$ cat src/rtl/mtu_pkg.sv
package mtu_pkg;
  typedef enum logic [1:0] {
    SZ_WORD  = 2'b10,
    SZ_DWORD = 2'b11
  } acc_size_e;

  localparam int MAX_HARTS = 16;

  // Merge write data into an existing 64-bit register value.
  function automatic logic [63:0] fold_write(input logic [63:0] old_val,
                                             input logic [63:0] wdata,
                                             input logic        upper,
                                             input logic        full);
    if (full)       return wdata;
    else if (upper) return {wdata[31:0], old_val[31:0]};
    else            return {old_val[63:32], wdata[31:0]};
  endfunction

  // Select the part of a register a read returns.
  function automatic logic [63:0] read_view(input logic [63:0] val,
                                            input logic        upper,
                                            input logic        full);
    if (full)       return val;
    else if (upper) return {32'h0, val[63:32]};
    else            return {32'h0, val[31:0]};
  endfunction
endpackage

$ cat src/rtl/mtu_decode.sv
module mtu_decode
  import mtu_pkg::*;
#(
  parameter int          ADDR_W    = 16,
  parameter int          NUM_HARTS = 4,
  parameter int          HW        = 2,
  parameter logic [15:0] CMP_BASE  = 16'h0000,
  parameter logic [15:0] TIME_BASE = 16'h0100
) (
  input  logic [ADDR_W-1:0] addr,
  input  logic [1:0]        size,
  output logic              acc_ok,
  output logic              hit_time,
  output logic              hit_cmp,
  output logic [HW-1:0]     hart,
  output logic              upper,
  output logic              full
);
  localparam logic [ADDR_W-1:0] CMP_B   = ADDR_W'(CMP_BASE);
  localparam logic [ADDR_W-1:0] TIME_B  = ADDR_W'(TIME_BASE);
  localparam logic [ADDR_W-1:0] CMP_SPN = ADDR_W'(8 * NUM_HARTS);

  logic [ADDR_W-1:0] cmp_off;
  logic              size_ok, align_ok, wide_hi, in_cmp, in_time;

  always_comb begin
    cmp_off  = addr - CMP_B;
    size_ok  = (size == SZ_WORD) || (size == SZ_DWORD);
    align_ok = (addr[1:0] == 2'b00);
    wide_hi  = (size == SZ_DWORD) && addr[2];
    in_cmp   = (addr >= CMP_B) && (cmp_off < CMP_SPN);
    in_time  = (addr[ADDR_W-1:3] == TIME_B[ADDR_W-1:3]);
    acc_ok   = size_ok && align_ok && !wide_hi && (in_cmp || in_time);
    hit_time = acc_ok && in_time;
    hit_cmp  = acc_ok && in_cmp && !in_time;
    hart     = cmp_off[3 +: HW];
    upper    = addr[2];
    full     = (size == SZ_DWORD);
  end
endmodule

$ cat src/rtl/mtu_time_counter.sv
module mtu_time_counter (
  input  logic        clk,
  input  logic        rst,
  input  logic        tick_en,
  input  logic        wr_en,
  input  logic [63:0] wr_val,
  output logic [63:0] time_q
);
  always_ff @(posedge clk) begin
    if (rst)          time_q <= 64'h0;
    else if (wr_en)   time_q <= wr_val;
    else if (tick_en) time_q <= time_q + 64'd1;
  end
endmodule

$ cat src/rtl/mtu_cmp_bank.sv
module mtu_cmp_bank
  import mtu_pkg::*;
#(
  parameter int NUM_HARTS = 4,
  parameter int HW        = 2
) (
  input  logic                       clk,
  input  logic                       rst,
  input  logic                       wr_en,
  input  logic [HW-1:0]              wr_hart,
  input  logic                       upper,
  input  logic                       full,
  input  logic [63:0]                wdata,
  input  logic [63:0]                time_q,
  output logic [NUM_HARTS-1:0][63:0] cmp_vals,
  output logic [NUM_HARTS-1:0]       cmp_we,
  output logic [NUM_HARTS-1:0]       irq
);
  for (genvar i = 0; i < NUM_HARTS; i++) begin : g_hart
    assign cmp_we[i] = wr_en && (wr_hart == HW'(i));

    always_ff @(posedge clk) begin
      if (rst)            cmp_vals[i] <= '1;
      else if (cmp_we[i]) cmp_vals[i] <= fold_write(cmp_vals[i], wdata, upper, full);
    end

    assign irq[i] = (cmp_vals[i] <= time_q);
  end
endmodule

$ cat src/rtl/mtimer_unit.sv
module mtimer_unit
  import mtu_pkg::*;
#(
  parameter int          ADDR_W    = 16,
  parameter int          NUM_HARTS = 4,
  parameter logic [15:0] CMP_BASE  = 16'h0000,
  parameter logic [15:0] TIME_BASE = 16'h0100
) (
  input  logic                 clk,
  input  logic                 rst,
  input  logic                 tick_en,
  input  logic                 bus_valid,
  input  logic                 bus_write,
  input  logic [ADDR_W-1:0]    bus_addr,
  input  logic [1:0]           bus_size,
  input  logic [63:0]          bus_wdata,
  output logic [63:0]          bus_rdata,
  output logic [NUM_HARTS-1:0] timer_irq
);
  localparam int HW = (NUM_HARTS > 1) ? $clog2(NUM_HARTS) : 1;

  logic                       acc_ok, hit_time, hit_cmp, upper, full;
  logic [HW-1:0]              hart;
  logic                       time_we, cmp_wr, rd_ok;
  logic [63:0]                time_q, time_nxt, rd_src;
  logic [NUM_HARTS-1:0][63:0] cmp_vals;
  logic [NUM_HARTS-1:0]       cmp_we;

  mtu_decode #(
    .ADDR_W(ADDR_W), .NUM_HARTS(NUM_HARTS), .HW(HW),
    .CMP_BASE(CMP_BASE), .TIME_BASE(TIME_BASE)
  ) u_dec (
    .addr(bus_addr), .size(bus_size), .acc_ok(acc_ok), .hit_time(hit_time),
    .hit_cmp(hit_cmp), .hart(hart), .upper(upper), .full(full)
  );

  assign time_we  = bus_valid && bus_write && hit_time;
  assign cmp_wr   = bus_valid && bus_write && hit_cmp;
  assign rd_ok    = bus_valid && !bus_write && acc_ok;
  assign time_nxt = fold_write(time_q, bus_wdata, upper, full);

  mtu_time_counter u_time (
    .clk(clk), .rst(rst), .tick_en(tick_en),
    .wr_en(time_we), .wr_val(time_nxt), .time_q(time_q)
  );

  mtu_cmp_bank #(.NUM_HARTS(NUM_HARTS), .HW(HW)) u_cmp (
    .clk(clk), .rst(rst), .wr_en(cmp_wr), .wr_hart(hart), .upper(upper),
    .full(full), .wdata(bus_wdata), .time_q(time_q),
    .cmp_vals(cmp_vals), .cmp_we(cmp_we), .irq(timer_irq)
  );

  assign rd_src = hit_time ? time_q : cmp_vals[hart];

  always_ff @(posedge clk) begin
    if (rst)        bus_rdata <= 64'h0;
    else if (rd_ok) bus_rdata <= read_view(rd_src, upper, full);
    else            bus_rdata <= 64'h0;
  end
endmodule

$ cat config.mk
export PLATFORM = sky130hd
export DESIGN_NAME = mtimer_unit
export DESIGN_NICKNAME = d
export VERILOG_FILES = /design/src/rtl/mtu_pkg.sv /design/src/rtl/mtu_decode.sv /design/src/rtl/mtu_time_counter.sv /design/src/rtl/mtu_cmp_bank.sv /design/src/rtl/mtimer_unit.sv
export SDC_FILE = /design/constraint.sdc
export NUM_CORES = 1
export LEC_CHECK = 0
export BUFFER_PORTS_ARGS = -buffer_cell sky130_fd_sc_hd__clkbuf_2
export CORE_UTILIZATION = 40
export CTS_BUF_LIST = sky130_fd_sc_hd__clkbuf_4 sky130_fd_sc_hd__clkbuf_8
export DETAILED_ROUTE_END_ITERATION = 8
export PLACE_DENSITY = 0.57
export SLEW_MARGIN = 20
export SYNTH_ARGS = -nofsm -noshare
export SYNTH_HDL_FRONTEND = slang
export SYNTH_SLANG_ARGS = --single-unit
$ cat constraint.sdc
create_clock -name clk -period 4.4 [get_ports clk]
set_input_delay 0.22 -clock clk [delete_from_list [all_inputs] [get_ports clk]]
set_output_delay 0.22 -clock clk [all_outputs]
set_load 0.05 [all_outputs]
==> metrics.csv, run 1 <==
stage;metric;value;unit
status;status;finished, final reports clean;
final_layout;drive_above_1_share;0.151;
final_layout;fin_nets;3165;
detailed_routing;drt_iter0_drc;2236;
detailed_routing;drc;0;
setup_path;crit_path_start_kind;flip-flop;
setup_path;critPathKind;reg -> out;
sta;period_minus_slack;4.16;ns
global_routing;grt_pass1_wl;136000;microns
synthesis;mappedNetlistNets;3010;
detailed_routing;drt-wirelength-per-cell;24.9;microns
sta;fin_crit_sh;0.945;
sta;finalClockSkew;0.0324;ns
global_routing;grt_pass1_vias;21698;
sta;timing.slew.headroom;0.241;
synthesis;avgSynthCellArea;8.63;sq um
sta;finalHoldViolCount;0;
sta;rsz0062_at_grt;false;
cts;cts_tree;built;
setup_path;crit_path_end_kind;output port;
synthesis;yosysTopAreaCell;dfxtp_1;
placement;gp_congestion;0.971;
synthesis;synthAdderAreaFrac;0.140;
pwr;cellPowerDensity;297;nW/um^2
sta;max_freq;240;MHz
die;num_rows;87;
synthesis;synthFlopType;dfxtp_1;
cts;cts_max_path_buffers;3;
cts;cts_root_buffer;clkbuf_8;
synthesis;yosys.area_share.simple;0.221;
synthesis;synth_top_family_by_area;simple AND/OR/NAND/NOR gates;
synthesis;netlist_instances;2666;
synthesis;syn-cell-area;23000;sq um
placement;pre_cts_ws;0.836;ns
final_layout;seqCellArea;7690;sq um
global_routing;grt_max_degree;109;
die;start_util;0.407;
global_routing;grtUsageTotal;0.304;
die;core_area;56600;sq um
worst_hold_path;holdCritPathClass;in -> reg;
synthesis;seq_area_frac_synth;0.334;
die;dieArea;58500;sq um
final_layout;multi_input_area;14400;sq um
die;die_w;242;microns
detailed_routing;ant_nets;0;
synthesis;synth_most_common_cell;nand2_1;
cts;cts_buffers;70;
synthesis;ys_async_sr_fraction;0;
synthesis;ys_top_cells_by_count;nand2_1, dfxtp_1, ha_1, a21oi_1, o211ai_1;
run;drv_cap;0;
sta;maxSlewViolCount;0;
cts;clk_pin_slew_worst_paths;0.06;ns
synthesis;synth-compound-area-share;0.164;
cts;cts_htree_levels;3;
synthesis;synth_xor_area_frac;0.00228;
synthesis;ys_types;82;
setup_path;cp_data_required_time;4.18;ns
sta;setup_viol;0;
synthesis;synth_top_cell_area_share;0.334;
setup_path;path_max_fanout;6;
cts;worst_skew_pair.late_latency;0.69;ns
global_routing;grt.overflow.total;0;
die;io_pins;155;
final_layout;area_delta_synth_final;15.2;%
placement;dpl.hpwl;65500;microns
detailed_routing;wirelength;90500;microns
detailed_routing;vias;22288;
global_routing;antenna_found_initial;5;
setup_path;arrival;3.94;ns
synthesis;synth_seq_cells;384;
synthesis;synth_edf_count;0;
final_layout;fill_cells;5589;
sta;worst_slack;0.241;ns
pwr;ir_drop;0.000212;V
placement;numPortBuffers;154;
synthesis;muxShareOfSynthArea;0.0950;
die;dieHeight;242;microns
pwr;power_leakage;11.2;nW
pwr;power;0.00787;W
detailed_routing;viasPerCell;6.14;
sta;fin_tns_setup;0;ns
synthesis;ys_warn_count;0;
sta;worst_slew_pin_slew;1.13;ns
cts;clock_sinks;384;
detailed_routing;drtPass1Iterations;5;
synthesis;ys_top_cells_by_area;dfxtp_1, ha_1, nand2_1, mux4_2, o211ai_1;
[final cells by class]
class / count / area share
sequential: 384 / 0.290
clock inverter: 21 / 0.00911
inverter: 75 / 0.0108
tap: 756 / 0.0357
multi-input combinational: 2042 / 0.543
timing repair buffer: 248 / 0.0619
antenna: 2 / 0.000189
clock buffer: 103 / 0.0497
[power breakdown]
| part | switching (W) | internal, W | leakage [nW] |
|---|---|---|---|
| clock network | 0.00165 | 0.00222 | 0.822 |
| logic | 0.000354 | 0.000154 | 7.30 |
| registers | 0.0000132 | 0.00348 | 3.11 |
| total | 0.00201 | 0.00586 | 11.2 |
[state kept, by name, summed over array words and instances (netlist names)]
| signal | flops |
|---|---|
| u_time.time_q | 64 |
| u_cmp.cmp_vals | 256 |
| bus_rdata | 64 |
[worst max-delay path, stage by stage (launching register included)]
cell and delay, ns:
dfxtp_1 0.34, inv_1 0.13, ha_1 0.37, a211oi_1 0.30
o211ai_1 0.14, a311oi_1 0.51, o22ai_1 0.16, nor4_1 0.55
buf_4 0.21, a22o_1 0.24, clkbuf_2 0.32
[per-layer routing]
layer / vias to the layer above / global-route usage / wire length [microns]
li1: 10227 / - / -
met1: 10883 / 0.396 / 38000
met2: 964 / 0.482 / 41100
met3: 208 / 0.0638 / 7770
met4: 6 / 0.136 / 3590
met5: - / 0 / 38
[logic make-up after synthesis]
group           Yosys count
buf+inv                 240
mux                     138
xor+xnor                  6
fa+ha+maj               257
flops                   384
compound gates          572
simple gates           1069
[layout by cell type, fill, tap and decap left out, drive strengths merged, types with 6 or more instances in the layout]
cell / Yosys / final
a2111oi: 10 / 10
a211oi: 23 / 23
a21o: 10 / 10
a21oi: 204 / 204
a221oi: 18 / 18
a311oi: 42 / 42
a31oi: 11 / 11
and2: 15 / 15
and3: 76 / 76
and4: 24 / 24
buf: 47 / 52
clkbuf: 118 / 255
clkinv: 0 / 12
dfxtp: 384 / 384
dlygate4sd3: 0 / 44
ha: 257 / 257
inv: 75 / 76
mux2i: 70 / 70
mux4: 64 / 64
nand2: 564 / 564
nand2b: 6 / 6
nand3: 122 / 122
nand4: 77 / 77
nor2: 88 / 88
nor2b: 8 / 8
nor3: 35 / 35
nor4: 34 / 34
o211ai: 146 / 146
o21ai: 59 / 59
o31ai: 6 / 6
or4: 7 / 7
[metrics by stage]
stage,hold slack [ns],utilization,area [sq um],cells
4_1_cts,0.000586,0.468,26500,3629
3_3_place_gp,0.475,0.433,24500,3461
2_1_floorplan,0.344,-,23000,2666
6_report,0.0438,0.468,26500,3631
5_1_grt,0.0407,0.468,26500,3629
3_5_place_dp,0.483,0.433,24500,3461
[what timing repair did]
item | CTS | global route
resized for setup | 0 | 2
hold buffers | 44 | 0
buffers inserted | 0 | 0
endpoints found under the setup margin | 0 | 2
endpoints found under the hold margin | 198 | 0
[final timing paths]
path                         to  slack (ns)                from  cells past startpoint
min          u_cmp.cmp_vals[56]        0.04       bus_wdata[56]                      3
min reg2reg  u_cmp.cmp_vals[87]        0.48  u_cmp.cmp_vals[87]                      2
max reg2reg   u_time.time_q[40]        1.18    u_time.time_q[0]                      7
max                timer_irq[1]        0.24   u_time.time_q[53]                     10
Power figures use the tool's default switching activity.
==> inputs of run 2 (changes only) <==
Settings changed: ABC_AREA from default to 1, PLACE_DENSITY 0.57 to 0.56.
==> run 2 against run 1 <==
Via count up 20%. Clock skew about the same. Sequential power about the same. Non-clock buffer count down 38. Power up 5.4%. Maximum frequency up 8.3%. Global-route usage up 1.2 points. Synthesized cell count up 45%. Die area up 9.1%. Largest power group unchanged. Highest routed layer is now met4.
==> metrics.csv, run 2 <==
stage;metric;value;unit;change
setup_path;arrival;3.62;ns;-0.32 ns
synthesis;ys_async_sr_fraction;0;;unchanged
die;die_w;253;microns;+4.5%
setup_path;critPathMaxStageDelay;0.57;ns;+0.02 ns
synthesis;ys_warn_count;0;;unchanged
synthesis;synth_edf_count;0;;unchanged
global_routing;antenna_found_initial;1;;-4
final_layout;fin_nets;4267;;+35%
cts;cts_buffers;73;;+4.3%
setup_path;crit_path_top_delay_cell;nor3b_1;;
synthesis;synth_seq_cells;384;;unchanged
final_layout;final_common_cell;nand2_1;;
placement;placed_area;26700;sq um;+8.9%
sta;setup_viol;0;;unchanged
worst_hold_path;holdCritPathClass;in -> reg;;
setup_path;worst_r2r_path_depth;12;;+5
sta;fin_crit_sh;0.873;;-0.0724
final_layout;design_area;28300;sq um;+6.8%
setup_path;timing.rr.start;u_time.time_q[0];;
final_layout;largest_register;u_cmp.cmp_vals;;
global_routing;grt.overflow.total;0;;unchanged
pwr;cellPowerDensity;293;nW/um^2;-1.4%
cts;cts_root_buffer;clkbuf_8;;
final_layout;drive_above_1_share;0.0875;;-0.0636
cts;worst_skew_pair.late_latency;0.70;ns;about the same
synthesis;netlist_instances;3855;;+45%
cts;cts_max_path_buffers;3;;unchanged
sta;finalHoldViolCount;0;;unchanged
run;drv_cap;0;;unchanged
setup_path;cp_data_required_time;4.18;ns;about the same
placement;numPortBuffers;154;;unchanged
setup_path;r2r_slack;1.30;ns;+0.12 ns
pwr;ir_drop;0.000205;V;-3.0%
final_layout;largest_reg_flops;256;;unchanged
synthesis;ys_top_cells_by_count;nand2_1, nand3_1, dfxtp_1, nor2_1, ha_1;;
status;status;finished, final reports clean;;
cts;cts_htree_levels;3;;unchanged
worst_hold_path;holdPathStages;5;;+2
sta;period_minus_slack;3.84;ns;-0.319 ns
setup_path;path_max_fanout;8;;+2
cts;clock_sinks;384;;unchanged
setup_path;critPathKind;reg -> out;;
final_layout;final_util;0.457;;-0.0112
cts;cts_tree;built;;
placement;gp_congestion;1.00;;+3.0%
synthesis;syn-cell-area;25100;sq um;+9.2%
detailed_routing;viasPerCell;5.58;;-9.1%
synthesis;avgSynthCellArea;6.52;sq um;-24%
die;start_util;0.406;;-0.000828
cts;postCtsSetupBuffers;0;;unchanged
setup_path;rr_endpoint;u_time.time_q[40];;
setup_path;path_cells;inv_1, ha_1, nand2_1, nor2_1, nand2_1, nor3b_1, and3_1, nand4_1, nand2_1, clkbuf_2;;
final_layout;largestRegisters;u_cmp.cmp_vals: 256 flops, bus_rdata: 64 flops, u_time.time_q: 64 flops;;
synthesis;ys_types;30;;-63%
synthesis;mappedNetlistNets;4199;;+40%
global_routing;grt_pass1_vias;24908;;+15%
worst_hold_path;worstHoldStart;bus_wdata[28];;
final_layout;finalNonFillerCells;4815;;+33%
die;core_area;61900;sq um;+9.4%
global_routing;grt_pass1_wl;154000;microns;+13%
sta;worst_slew_pin_slew;1.14;ns;+0.000762 ns
sta;rsz0062_at_grt;false;;
cts;cts_resized;0;;unchanged
setup_path;cp_top_family;simple AND/OR/NAND/NOR gates;;
synthesis;synthFlopType;dfxtp_1;;
pwr;power_leakage;13.2;nW;+18%
detailed_routing;drtPass1Iterations;6;;+1
sta;fin_tns_setup;0;ns;unchanged
die;io_pins;155;;unchanged
detailed_routing;drt_iter0_drc;2861;;+28%
global_routing;grt_max_degree;152;;+39%
placement;dpl.hpwl;72200;microns;+10%
detailed_routing;ant_nets;0;;unchanged
setup_path;crit_path_start_kind;flip-flop;;
synthesis;ys_top_cells_by_area;dfxtp_1, nand2_1, ha_1, nand3_1, nand4_1;;
die;num_rows;91;;+4.6%
sta;max_freq;260;MHz;+8.3%
sta;maxSlewViolCount;0;;unchanged
detailed_routing;vias;26857;;+20%
die;dieArea;63800;sq um;+9.1%
setup_path;crit_path_end_kind;output port;;
synthesis;synth_top_cell_area_share;0.306;;-0.0281
setup_path;critical_path_buf_inv_count;2;;-1
final_layout;final_cell_mix;nand2_1, nand3_1, dfxtp_1;;
sta;finalClockSkew;0.0320;ns;-0.000329 ns
synthesis;seq_area_frac_synth;0.306;;-0.0281
synthesis;yosysTopAreaCell;dfxtp_1;;
detailed_routing;drc;0;;unchanged
final_layout;area_delta_synth_final;12.6;%;
die;dieHeight;253;microns;+4.5%
setup_path;cpMostUsedCell;nand2_1;;
cts;clk_pin_slew_worst_paths;0.07;ns;about the same
detailed_routing;drt-wirelength-per-cell;21.1;microns;-15%
synthesis;synth_most_common_cell;nand2_1;;
detailed_routing;wirelength;102000;microns;+12%
worst_hold_path;whs_endpoint;u_cmp.cmp_vals[220];;
sta;timing.slew.headroom;0.235;;-0.00571
global_routing;grtUsageTotal;0.316;;+0.0117
placement;dp_cells;4679;;+35%
run 2: timing repair:
item | CTS | global route
hold buffers | 6 | 0
endpoints found under the setup margin | 0 | 0
endpoints found under the hold margin | 10 | 0
run 2: worst max path at each step:
stage / startpoint / to / cells after the start
2_1_floorplan: u_time.time_q[58] / timer_irq[0] / 10
3_3_place_gp: bus_addr[2] / u_time.time_q[12] / 12
3_5_place_dp: bus_addr[2] / u_time.time_q[3] / 12
4_1_cts: u_time.time_q[58] / timer_irq[0] / 10
5_1_grt: u_time.time_q[59] / timer_irq[0] / 10
6_report: u_time.time_q[58] / timer_irq[2] / 10
run 2: cell type report:
type                    count  area (sq um)
diodes                      1          2.50
repair buffers            210          1310
well taps                 837          1050
inverters                 250           953
fillers                  6681         33600
multi-input cells        3004         15700
clock inverters            19           141
flip-flops and latches    384          7690
clock buffers             110          1450
run 2: through the flow:
| step | power (W) | hold slack [ns] | worst slack (ns) |
|---|---|---|---|
| after floorplan | 0.00410 | 0.429 | 2.26 |
| after global placement | 0.00445 | 0.440 | 1.03 |
| after detailed placement | 0.00445 | 0.445 | 0.968 |
| after CTS | 0.00832 | 0.00285 | 0.507 |
| after global routing | 0.00856 | 0.0477 | 0.356 |
| final | 0.00829 | 0.0477 | 0.559 |
run 2: kinds of logic after synthesis:
logic type / count (synthesis) / synth area share
flip-flops: 384 / 0.306
AO/OA/AOI/OAI: 452 / 0.0976
buffers and inverters: 467 / 0.0708
XOR/XNOR: 21 / 0.00732
adder cells (fa/ha/maj): 257 / 0.128
AND/OR/NAND/NOR: 2274 / 0.391
run 2: per-layer routing:
layer	global-route usage	vias to the layer above	wire (microns)
li1	-	13123	-
met1	0.446	12430	46300
met2	0.485	1126	43900
met3	0.0451	178	7710
met4	0.114	0	3630
met5	0	-	0
run 2: power by group:
part	internal (W)	switching [W]
Clock	0.00216	0.00173
Sequential	0.00349	0.0000298
Combinational	0.000234	0.000637
Total	0.00589	0.00240
run 2: tightest hold or removal path: cells and delay by family:
family,cells,cell delay (ns)
buffers and inverters,2,0.14
AND/OR/NAND/NOR,3,0.32
